### config.mk
export PLATFORM = sky130hd
export DESIGN_NAME = trig_capture
export DESIGN_NICKNAME = d
export VERILOG_FILES = /design/src/rtl/cap_pkg.sv /design/src/rtl/cap_wr_ptr.sv /design/src/rtl/cap_post_cnt.sv /design/src/rtl/cap_trig_qual.sv /design/src/rtl/cap_ram.sv /design/src/rtl/trig_capture.sv
export SDC_FILE = /design/constraint.sdc
export NUM_CORES = 1
export LEC_CHECK = 0
export BUFFER_PORTS_ARGS = -buffer_cell sky130_fd_sc_hd__buf_2
export CAP_MARGIN = 20
export CORE_ASPECT_RATIO = 1.4
export CORE_UTILIZATION = 56
export DETAILED_ROUTE_END_ITERATION = 10
export HOLD_SLACK_MARGIN = 0.15
export PLACE_DENSITY = 0.79
export SYNTH_ARGS = -nofsm -noshare
export SYNTH_HDL_FRONTEND = slang
export SYNTH_SLANG_ARGS = --single-unit
### constraint.sdc
create_clock -name clk_i -period 2.2 [get_ports clk_i]
set_input_delay 0.66 -clock clk_i [delete_from_list [all_inputs] [get_ports clk_i]]
set_output_delay 0.66 -clock clk_i [all_outputs]
set_load 0.03 [all_outputs]
### src/rtl/cap_pkg.sv
package cap_pkg;
  typedef enum logic [1:0] {
    CAP_STOP = 2'd0,
    CAP_PRE  = 2'd1,
    CAP_POST = 2'd2
  } cap_state_e;
endpackage

### src/rtl/cap_wr_ptr.sv
module cap_wr_ptr #(
  parameter int unsigned ADDR_W  = 6,
  parameter int unsigned PRE_MIN = 60
) (
  input  logic              clk_i,
  input  logic              rst_ni,
  input  logic              clear_i,
  input  logic              adv_i,
  output logic [ADDR_W-1:0] ptr_o,
  output logic              pre_ok_o
);
  localparam int unsigned FILL_W = $clog2(PRE_MIN + 1);
  localparam logic [FILL_W-1:0] FILL_MAX = FILL_W'(PRE_MIN);

  logic [FILL_W-1:0] fill_q;

  always_ff @(posedge clk_i or negedge rst_ni) begin
    if (!rst_ni) begin
      ptr_o  <= '0;
      fill_q <= '0;
    end else if (clear_i) begin
      ptr_o  <= '0;
      fill_q <= '0;
    end else if (adv_i) begin
      ptr_o <= ptr_o + ADDR_W'(1);
      if (fill_q != FILL_MAX) fill_q <= fill_q + FILL_W'(1);
    end
  end

  assign pre_ok_o = (fill_q == FILL_MAX);
endmodule

### src/rtl/cap_post_cnt.sv
module cap_post_cnt #(
  parameter int unsigned CNT_W = 6
) (
  input  logic             clk_i,
  input  logic             rst_ni,
  input  logic             load_i,
  input  logic [CNT_W-1:0] load_val_i,
  input  logic             dec_i,
  output logic             zero_o
);
  logic [CNT_W-1:0] cnt_q;

  always_ff @(posedge clk_i or negedge rst_ni) begin
    if (!rst_ni)     cnt_q <= '0;
    else if (load_i) cnt_q <= load_val_i;
    else if (dec_i)  cnt_q <= cnt_q - CNT_W'(1);
  end

  assign zero_o = (cnt_q == '0);
endmodule

### src/rtl/cap_trig_qual.sv
module cap_trig_qual (
  input  logic clk_i,
  input  logic rst_ni,
  input  logic trig_i,
  input  logic waiting_i,
  input  logic pre_ok_i,
  output logic hit_o
);
  logic trig_q;

  always_ff @(posedge clk_i or negedge rst_ni) begin
    if (!rst_ni) trig_q <= 1'b0;
    else         trig_q <= trig_i;
  end

  // edge only; held level never re-qualifies
  assign hit_o = trig_i & ~trig_q & waiting_i & pre_ok_i;
endmodule

### src/rtl/cap_ram.sv
module cap_ram #(
  parameter int unsigned ADDR_W = 6,
  parameter int unsigned DATA_W = 12
) (
  input  logic              clk_i,
  input  logic              we_i,
  input  logic [ADDR_W-1:0] waddr_i,
  input  logic [DATA_W-1:0] wdata_i,
  input  logic [ADDR_W-1:0] raddr_i,
  output logic [DATA_W-1:0] rdata_o
);
  localparam int unsigned DEPTH = 1 << ADDR_W;

  logic [DATA_W-1:0] mem_q [DEPTH];

  always_ff @(posedge clk_i) begin
    if (we_i) mem_q[waddr_i] <= wdata_i;
    rdata_o <= mem_q[raddr_i];
  end
endmodule

### src/rtl/trig_capture.sv
module trig_capture
  import cap_pkg::*;
#(
  parameter int unsigned DATA_W = 12,
  parameter int unsigned ADDR_W = 6,
  parameter int unsigned CNT_W  = 6,
  parameter int unsigned SLACK  = 4
) (
  input  logic              clk_i,
  input  logic              rst_ni,
  input  logic              arm_i,
  input  logic [CNT_W-1:0]  post_len_i,
  input  logic              smp_stb_i,
  input  logic [DATA_W-1:0] smp_data_i,
  input  logic              trig_i,
  input  logic [ADDR_W-1:0] rd_addr_i,
  output logic              running_o,
  output logic              pretrig_ok_o,
  output logic              trig_evt_o,
  output logic              done_evt_o,
  output logic [ADDR_W-1:0] trig_addr_o,
  output logic [DATA_W-1:0] rd_data_o
);
  localparam int unsigned DEPTH   = 1 << ADDR_W;
  localparam int unsigned PRE_MIN = DEPTH - SLACK;

  cap_state_e        state_q, state_d;
  logic              arm_ok, running, wr_en, hit, active, last, dec, cnt_zero, pre_ok;
  logic [ADDR_W-1:0] wr_ptr;

  assign running = (state_q != CAP_STOP);
  assign arm_ok  = (state_q == CAP_STOP) & arm_i;
  assign wr_en   = running & smp_stb_i;
  assign active  = (state_q == CAP_POST) | hit;
  assign last    = wr_en & active & cnt_zero;
  assign dec     = wr_en & active & ~cnt_zero;

  cap_wr_ptr #(.ADDR_W(ADDR_W), .PRE_MIN(PRE_MIN)) i_wr_ptr (
    .clk_i    (clk_i),
    .rst_ni   (rst_ni),
    .clear_i  (arm_ok),
    .adv_i    (wr_en),
    .ptr_o    (wr_ptr),
    .pre_ok_o (pre_ok)
  );

  cap_post_cnt #(.CNT_W(CNT_W)) i_post_cnt (
    .clk_i      (clk_i),
    .rst_ni     (rst_ni),
    .load_i     (arm_ok),
    .load_val_i (post_len_i),
    .dec_i      (dec),
    .zero_o     (cnt_zero)
  );

  cap_trig_qual i_trig_qual (
    .clk_i     (clk_i),
    .rst_ni    (rst_ni),
    .trig_i    (trig_i),
    .waiting_i (state_q == CAP_PRE),
    .pre_ok_i  (pre_ok),
    .hit_o     (hit)
  );

  cap_ram #(.ADDR_W(ADDR_W), .DATA_W(DATA_W)) i_ram (
    .clk_i   (clk_i),
    .we_i    (wr_en),
    .waddr_i (wr_ptr),
    .wdata_i (smp_data_i),
    .raddr_i (rd_addr_i),
    .rdata_o (rd_data_o)
  );

  always_comb begin
    state_d = state_q;
    unique case (state_q)
      CAP_STOP: if (arm_i) state_d = CAP_PRE;
      CAP_PRE: begin
        if (last)     state_d = CAP_STOP;
        else if (hit) state_d = CAP_POST;
      end
      CAP_POST: if (last) state_d = CAP_STOP;
      default:  state_d = CAP_STOP;
    endcase
  end

  always_ff @(posedge clk_i or negedge rst_ni) begin
    if (!rst_ni) begin
      state_q     <= CAP_STOP;
      trig_evt_o  <= 1'b0;
      done_evt_o  <= 1'b0;
      trig_addr_o <= '0;
    end else begin
      state_q    <= state_d;
      trig_evt_o <= hit;
      done_evt_o <= last;
      if (hit) trig_addr_o <= wr_ptr;
    end
  end

  assign running_o    = running;
  assign pretrig_ok_o = pre_ok;
endmodule

==> results of run 1 <==
==> stage by stage <==
| step | util [%] | setup slack [ns] | instance area (um^2) | TNS [ns] | hold WS [ns] |
|---|---|---|---|---|---|
| 2_1_floorplan | - | -0.140 | 31300 | -52.84 | 0.364 |
| 4_1_cts | 66.3 | -0.0514 | 36700 | -0.0514 | 0.171 |
| 3_3_place_gp | 62.0 | -0.538 | 34200 | -5.00 | 0.456 |
| 5_1_grt | 66.5 | -0.0517 | 36700 | -0.0517 | 0.177 |
| 6_report | 66.5 | -0.00730 | 36700 | -0.00730 | 0.193 |
| 3_5_place_dp | 62.0 | -0.529 | 34300 | -5.30 | 0.462 |
==> routing by layer <==
metal	vias up	part of all wire (%)
li1	6884	-
met1	8476	36
met2	938	52
met3	193	8.0
met4	2	4.8
met5	-	0.017
==> cell usage after synthesis (all sizes together) (2+ instances only) <==
library cell  instances
nor2b                 5
buf                  54
a211oi               24
mux4                144
or4                   2
or3                   2
dfxtp                12
nand3                12
nand4                 4
a31oi                15
and2                  2
clkbuf               33
dfrtp                29
nand3b                6
ha                    5
a22o                 14
xnor2                 3
o22ai                12
nand2b                5
o21a                  2
a22oi                12
inv                   7
nor3                  6
o41ai                 2
o21ai                31
or3b                  3
mux2i               121
nor2                 84
edfxtp              768
a21oi                28
xor2                  4
o221ai               36
nand2                34
and3                 14
a21o                  2
==> placed cells by master (no fill, tap or decap), types with 11 or more instances in the layout <==
cell / synthesis / routed
nand3_1: 11 / 11
mux2i_1: 121 / 121
and3_1: 14 / 14
a21oi_1: 28 / 28
nor2_2: 0 / 20
buf_2: 30 / 47
o22ai_1: 12 / 12
clkinv_2: 0 / 13
buf_4: 7 / 170
dfxtp_1: 12 / 12
a22oi_1: 12 / 12
a31oi_1: 15 / 15
nand2_1: 34 / 34
o21ai_0: 30 / 29
dfrtp_1: 29 / 29
a22o_1: 14 / 14
edfxtp_1: 768 / 768
mux4_2: 144 / 144
clkbuf_16: 0 / 72
nor2_1: 84 / 63
o221ai_1: 36 / 36
a211oi_1: 14 / 14
buf_12: 0 / 53
==> worst max-delay path by stage <==
stage                              startpoint                            to  slack (ns)  cells past startpoint
2_1_floorplan                       smp_stb_i  i_ram.mem_q[57][0]$_DFFE_PP_       -0.14                      4
6_report       i_wr_ptr.fill_q[1]$_DFFE_PN0P_                  pretrig_ok_o      -0.007                      5
5_1_grt        i_wr_ptr.fill_q[0]$_DFFE_PN0P_                  pretrig_ok_o       -0.05                      5
3_3_place_gp                     rd_addr_i[0]      i_ram.rdata_o[3]$_DFF_P_       -0.54                      7
4_1_cts        i_wr_ptr.fill_q[1]$_DFFE_PN0P_                  pretrig_ok_o       -0.05                      5
3_5_place_dp                     rd_addr_i[0]      i_ram.rdata_o[3]$_DFF_P_       -0.53                      7
==> area by class of cell <==
cell class              instances  area [um^2]  area share [%]
repair buffers                274         2620            7.14
clock buffers                  89         1950            5.32
well taps                     728          911            2.48
inverters                       7         26.3          0.0715
multi-input cells             641         6840            18.6
flip-flops and latches        809        24000            65.4
clock inverters                39          354           0.964
==> cell families (layout without fill, tap and decap cells) <==
logic type                 count (synthesis)  after routing  synth area share [%]
AOI/OAI and AO/OA                        181            181                  4.15
xor gates and xnor gates                   7              7                 0.196
adders and majority gates                  5              5                 0.200
buffers and inverters                     94            409                  1.60
DFF                                      809            809                  76.9
muxes                                    265            265                  14.2
and+or+nand+nor                          183            183                  2.75
==> state kept, by name (all words and copies together), names as in the netlist <==
| register | count |
|---|---|
| done_evt_o | 1 |
| i_post_cnt.cnt_q | 6 |
| i_ram.mem_q | 768 |
| i_ram.rdata_o | 12 |
| i_trig_qual.trig_q | 1 |
| i_wr_ptr.fill_q | 6 |
| i_wr_ptr.ptr_o | 6 |
| state_q | 2 |
| trig_addr_o | 6 |
| trig_evt_o | 1 |
==> power breakdown <==
| part | switching, mW | internal (mW) | total [mW] |
|---|---|---|---|
| Sequential | 0.276 | 17.3 | 17.6 |
| Combinational | 1.76 | 1.20 | 2.96 |
| Clock | 5.45 | 6.92 | 12.4 |
==> worst max-delay path: stages (launching register included) <==
cell and delay [ns]:
dfrtp_1 0.39, inv_2 0.09, ha_4 0.15, nand3_4 0.07
nor2_4 0.11, buf_6 0.14
==> what timing repair did <==
| action | in CTS | in global routing |
|---|---|---|
| hold buffers | 1 | 0 |
| setup buffers | 6 | 0 |
| gates resized for setup | 9 | 4 |
| endpoints found under the hold margin | 29 | 0 |
| pin swaps | 2 | 1 |
| endpoints found under the setup margin | 1 | 11 |
==> impl_metrics.yaml, run 1 <==
outcome:
  outcome: "complete, but fails checks"
  violations: "setup timing"
global_route:
  grt_pass1_vias: 16800
  grtUsageMet1_pct: 32.4
  grt.met2_usage_pct: 44.1
  track_usage_pct: 25.6
  grt_max_degree: 65
  grt_pass1_wl_um: 106000
  antenna_found_initial: 1
  top_usage_layer: "met2"
  grt_util_met3_pct: 3.76
  gr-total-overflow: 0
final_layout:
  fin_nets: 1837
  diodes: 0
  drive_gt1_share_pct: 30.8
  stdcell_count: 2587
  fillCellCount: 3293
  area_delta_synth_final_pct: 17.5
cts:
  worst_skew_pair.late_latency_ns: 0.62
  cts_buffers: 70
  clock-sinks: 809
  clk_pin_slew_worst_paths_ns: 0.07
  clock-root-buffer: "clkbuf_16"
  cts_tree: "yes"
  htree_levels: 3
  clk_path_buf_depth: 3
route:
  drtAntennaViolNets: 0
  via_per_inst: 6.38
  drt_wl_total_um: 72300
  vias: 16500
  dr.pass1.iters: 5
  drc: 0
  post_drt_wl_per_cell_um: 27.9
  drt_iter0_markers: 1853
timing:
  rsz0062_at_grt: "true"
  maxSlewHeadroom_pct: 43.3
  setup_slack_ns: -0.00730
  post-route-min-period_ns: 2.21
  fin_crit_sh_pct: 100
  setup_viol: 1
  max_slew.worst_pin.slew_ns: 0.851
  skew_ns: 0.0325
  fmax_mhz: 453
  finalHoldViolCount: 0
  drv_slew: 0
critical_path:
  r2r_cells: 7
  critPathMaxFanout: 2
  critical_path_class: "register to output pin"
  cp-start-kind: "register"
  reg2reg_to: "i_post_cnt.cnt_q[4]$_DFFE_PN0P_"
  cp_data_arrival_time_ns: 1.55
  critPathRequiredTime_ns: 1.54
  worst_setup_path_end_kind: "output pin"
  regToRegSetupSlack_ns: 0.07
  r2r-start: "i_wr_ptr.fill_q[1]$_DFFE_PN0P_"
logic_synthesis:
  ys_seq_area_share_pct: 76.9
  async_flop_share_pct: 3.58
  synth_cell_types: 51
  synth.area.top_cells: "edfxtp_1 (74%), mux4_2 (10%), mux2i_1 (3.9%), dfrtp_1 (2.3%), nor2_1 (1.0%)"
  yosys_warnings: 0
  synth_ff_type: "edfxtp_1"
  postSynthAreaPerCell_um2: 20.2
  synth.net_count: 1578
  synth_cells: 1544
  synth_area_leader_cell: "edfxtp_1"
  synth_edf_count: 768
  netlist_area_um2: 31300
  ys_seq_elements: 809
  synth_top_area_share_pct: 73.8
power:
  p_leak_nw: 12.4
  power_density_nw_per_um2: 896
  power_mw: 32.9
  vdd_drop_max_uv: 928
placed_design:
  port_buffers: 50
  dp.cells: 2449
  place.gp.congestion: 0.864
  dpl.hpwl_um: 44000
floorplan:
  ios: 51
  die_y_um: 282
  start_util_pct: 56.6
  fp.dieW_um: 202
  dieArea_um2: 56800
  num_rows: 102
  core-area_um2: 55300
job:
  cap_violations: 0
hold_path:
  min_from: "trig_i"
  holdPathEnd: "i_trig_qual.trig_q$_DFF_PN0_"
  min_path_cells: 1
  worstHoldPathType: "input pin to register"
(Power assumes the default switching activity.)
==> run 2, diff against run 1 <==
Settings changed: CORE_UTILIZATION 56 to 45, PLACE_DENSITY 0.79 to 0.68.
==> impl_metrics.yaml, run 2 (synthesis results as in run 1) <==
outcome:
  outcome: "complete, but fails checks"
  violations: "setup timing"
global_route:
  top_usage_layer: "met2"
  grt_pass1_wl_um: 105000
  gr-total-overflow: 0
  grt_max_degree: 65
  antenna_found_initial: 1
  grt.met2_usage_pct: 35.9
  grt_util_met3_pct: 2.30
  track_usage_pct: 20.3
  grt_pass1_vias: 16400
  grtUsageMet1_pct: 25.6
placed_design:
  pre_cts_ws_ns: -0.754
  port_buffers: 50
  placed_area_um2: 35000
  place.gp.congestion: 0.824
  dpl.hpwl_um: 45800
final_layout:
  fin_nets: 1868
  drive_gt1_share_pct: 31.1
  final_common_cell: "edfxtp_1"
  largest_reg_flops: 768
  fillCellCount: 5133
  most-common-layout-cells: "edfxtp_1 (768), buf_4 (186), mux4_2 (144), mux2i_1 (121), clkbuf_16 (72)"
  top_register: "i_ram.mem_q"
  area_delta_synth_final_pct: 19.3
  design_area_um2: 37300
  reg_top3: "i_ram.mem_q: 768 flops, i_ram.rdata_o: 12 flops"
critical_path:
  cp_data_arrival_time_ns: 1.57
  critPathRequiredTime_ns: 1.54
  critPathSlowestCell: "dfrtp_1"
  cp-start-kind: "register"
  slowest_delay_ns: 0.40
  path_cells: "inv_2, ha_4, nand3_4, nor2_4, buf_6"
  critPathMaxFanout: 3
  worst_setup_path_end_kind: "output pin"
  critical_path_class: "register to output pin"
cts:
  clock-root-buffer: "clkbuf_16"
  cts_tree: "yes"
  clk_pin_slew_worst_paths_ns: 0.06
  htree_levels: 3
  clock-sinks: 809
  worst_skew_pair.late_latency_ns: 0.61
  cts_buffers: 71
  clk_path_buf_depth: 3
route:
  drt_iter0_markers: 1366
  drt_wl_total_um: 70100
  post_drt_wl_per_cell_um: 24.9
  drtAntennaViolNets: 0
  vias: 15800
  via_per_inst: 5.60
  dr.pass1.iters: 5
  drc: 0
timing:
  fmax_mhz: 448
  setup_slack_ns: -0.0319
  post-route-min-period_ns: 2.23
  skew_ns: 0.0279
  fin_crit_sh_pct: 101
  finalHoldViolCount: 0
  drv_slew: 0
  maxSlewHeadroom_pct: 45.3
  rsz0062_at_grt: "true"
  max_slew.worst_pin.slew_ns: 0.821
  setup_viol: 1
floorplan:
  fp.dieW_um: 225
  dieArea_um2: 70500
  core-area_um2: 68900
  die_y_um: 314
  ios: 51
  start_util_pct: 45.4
  num_rows: 114
power:
  power_density_nw_per_um2: 872
  p_leak_nw: 12.5
  vdd_drop_max_uv: 545
job:
  cap_violations: 0
hold_path:
  worstHoldPathType: "input pin to register"
==> run 2: metrics by stage <==
step	std cells	utilization [%]	setup TNS, ns	power, mW	hold WS (ns)
after global routing	2816	54.1	-0.138	33.5	0.176
after detailed placement	2682	50.7	-6.38	20.7	0.457
final	2818	54.1	-0.0319	32.5	0.183
after global placement	2681	50.7	-6.26	20.6	0.460
after CTS	2813	54.0	-0.0883	32.7	0.157
after floorplan	1544	-	-52.84	19.3	0.364
==> run 2: worst max-delay path: cells and delay by family (launching register included) <==
kind,cells,cell delay (ns)
and+or+nand+nor,2,0.20
buffers and inverters,2,0.24
adders and majority gates,1,0.14
DFF,1,0.40
==> run 2: routing by layer <==
metal | up-vias | share of wire (%)
met3 | 106 | 4.7
met4 | 0 | 3.0
met2 | 446 | 53
met5 | - | 0
met1 | 8286 | 39
li1 | 6938 | -
==> run 2: cell type report <==
class / instances / area (um^2) / share of cell area [%]
clock buffers: 91 / 1880 / 5.05
well taps: 928 / 1160 / 3.11
flip-flops and latches: 809 / 24000 / 64.4
clock inverters: 36 / 317 / 0.849
inverters: 7 / 26.3 / 0.0705
repair buffers: 304 / 3020 / 8.11
multi-input cells: 641 / 6840 / 18.4
diodes: 2 / 5.00 / 0.0134
==> run 2: final timing paths <==
path / depth (start not counted) / from / end / slack, ns
setup / recovery: 5 / i_wr_ptr.fill_q[0]$_DFFE_PN0P_ / pretrig_ok_o / -0.03
hold / removal: 1 / trig_i / i_trig_qual.trig_q$_DFF_PN0_ / 0.18
setup reg to reg: 8 / i_wr_ptr.fill_q[0]$_DFFE_PN0P_ / i_post_cnt.cnt_q[3]$_DFFE_PN0P_ / 0.04
hold reg to reg: 2 / trig_addr_o[1]$_DFFE_PN0P_ / trig_addr_o[1]$_DFFE_PN0P_ / 0.48
max in group asynchronous: 2 / rst_ni / i_post_cnt.cnt_q[4]$_DFFE_PN0P_ / 1.16
min in group asynchronous: 2 / rst_ni / trig_addr_o[4]$_DFFE_PN0P_ / 0.62
==> run 2: where the power goes <==
part | internal [mW] | total, mW | switching [mW]
Sequential | 17.3 | 17.5 | 0.244
Clock | 6.67 | 12.0 | 5.36
Combinational | 1.21 | 2.94 | 1.73
==> run 2: timing repair <==
action,in CTS,in global routing
setup buffers,3,2
gates resized for setup,11,4
hold endpoints to repair,29,0
pin swaps,2,1
hold buffers,1,0
setup endpoints to repair,3,5
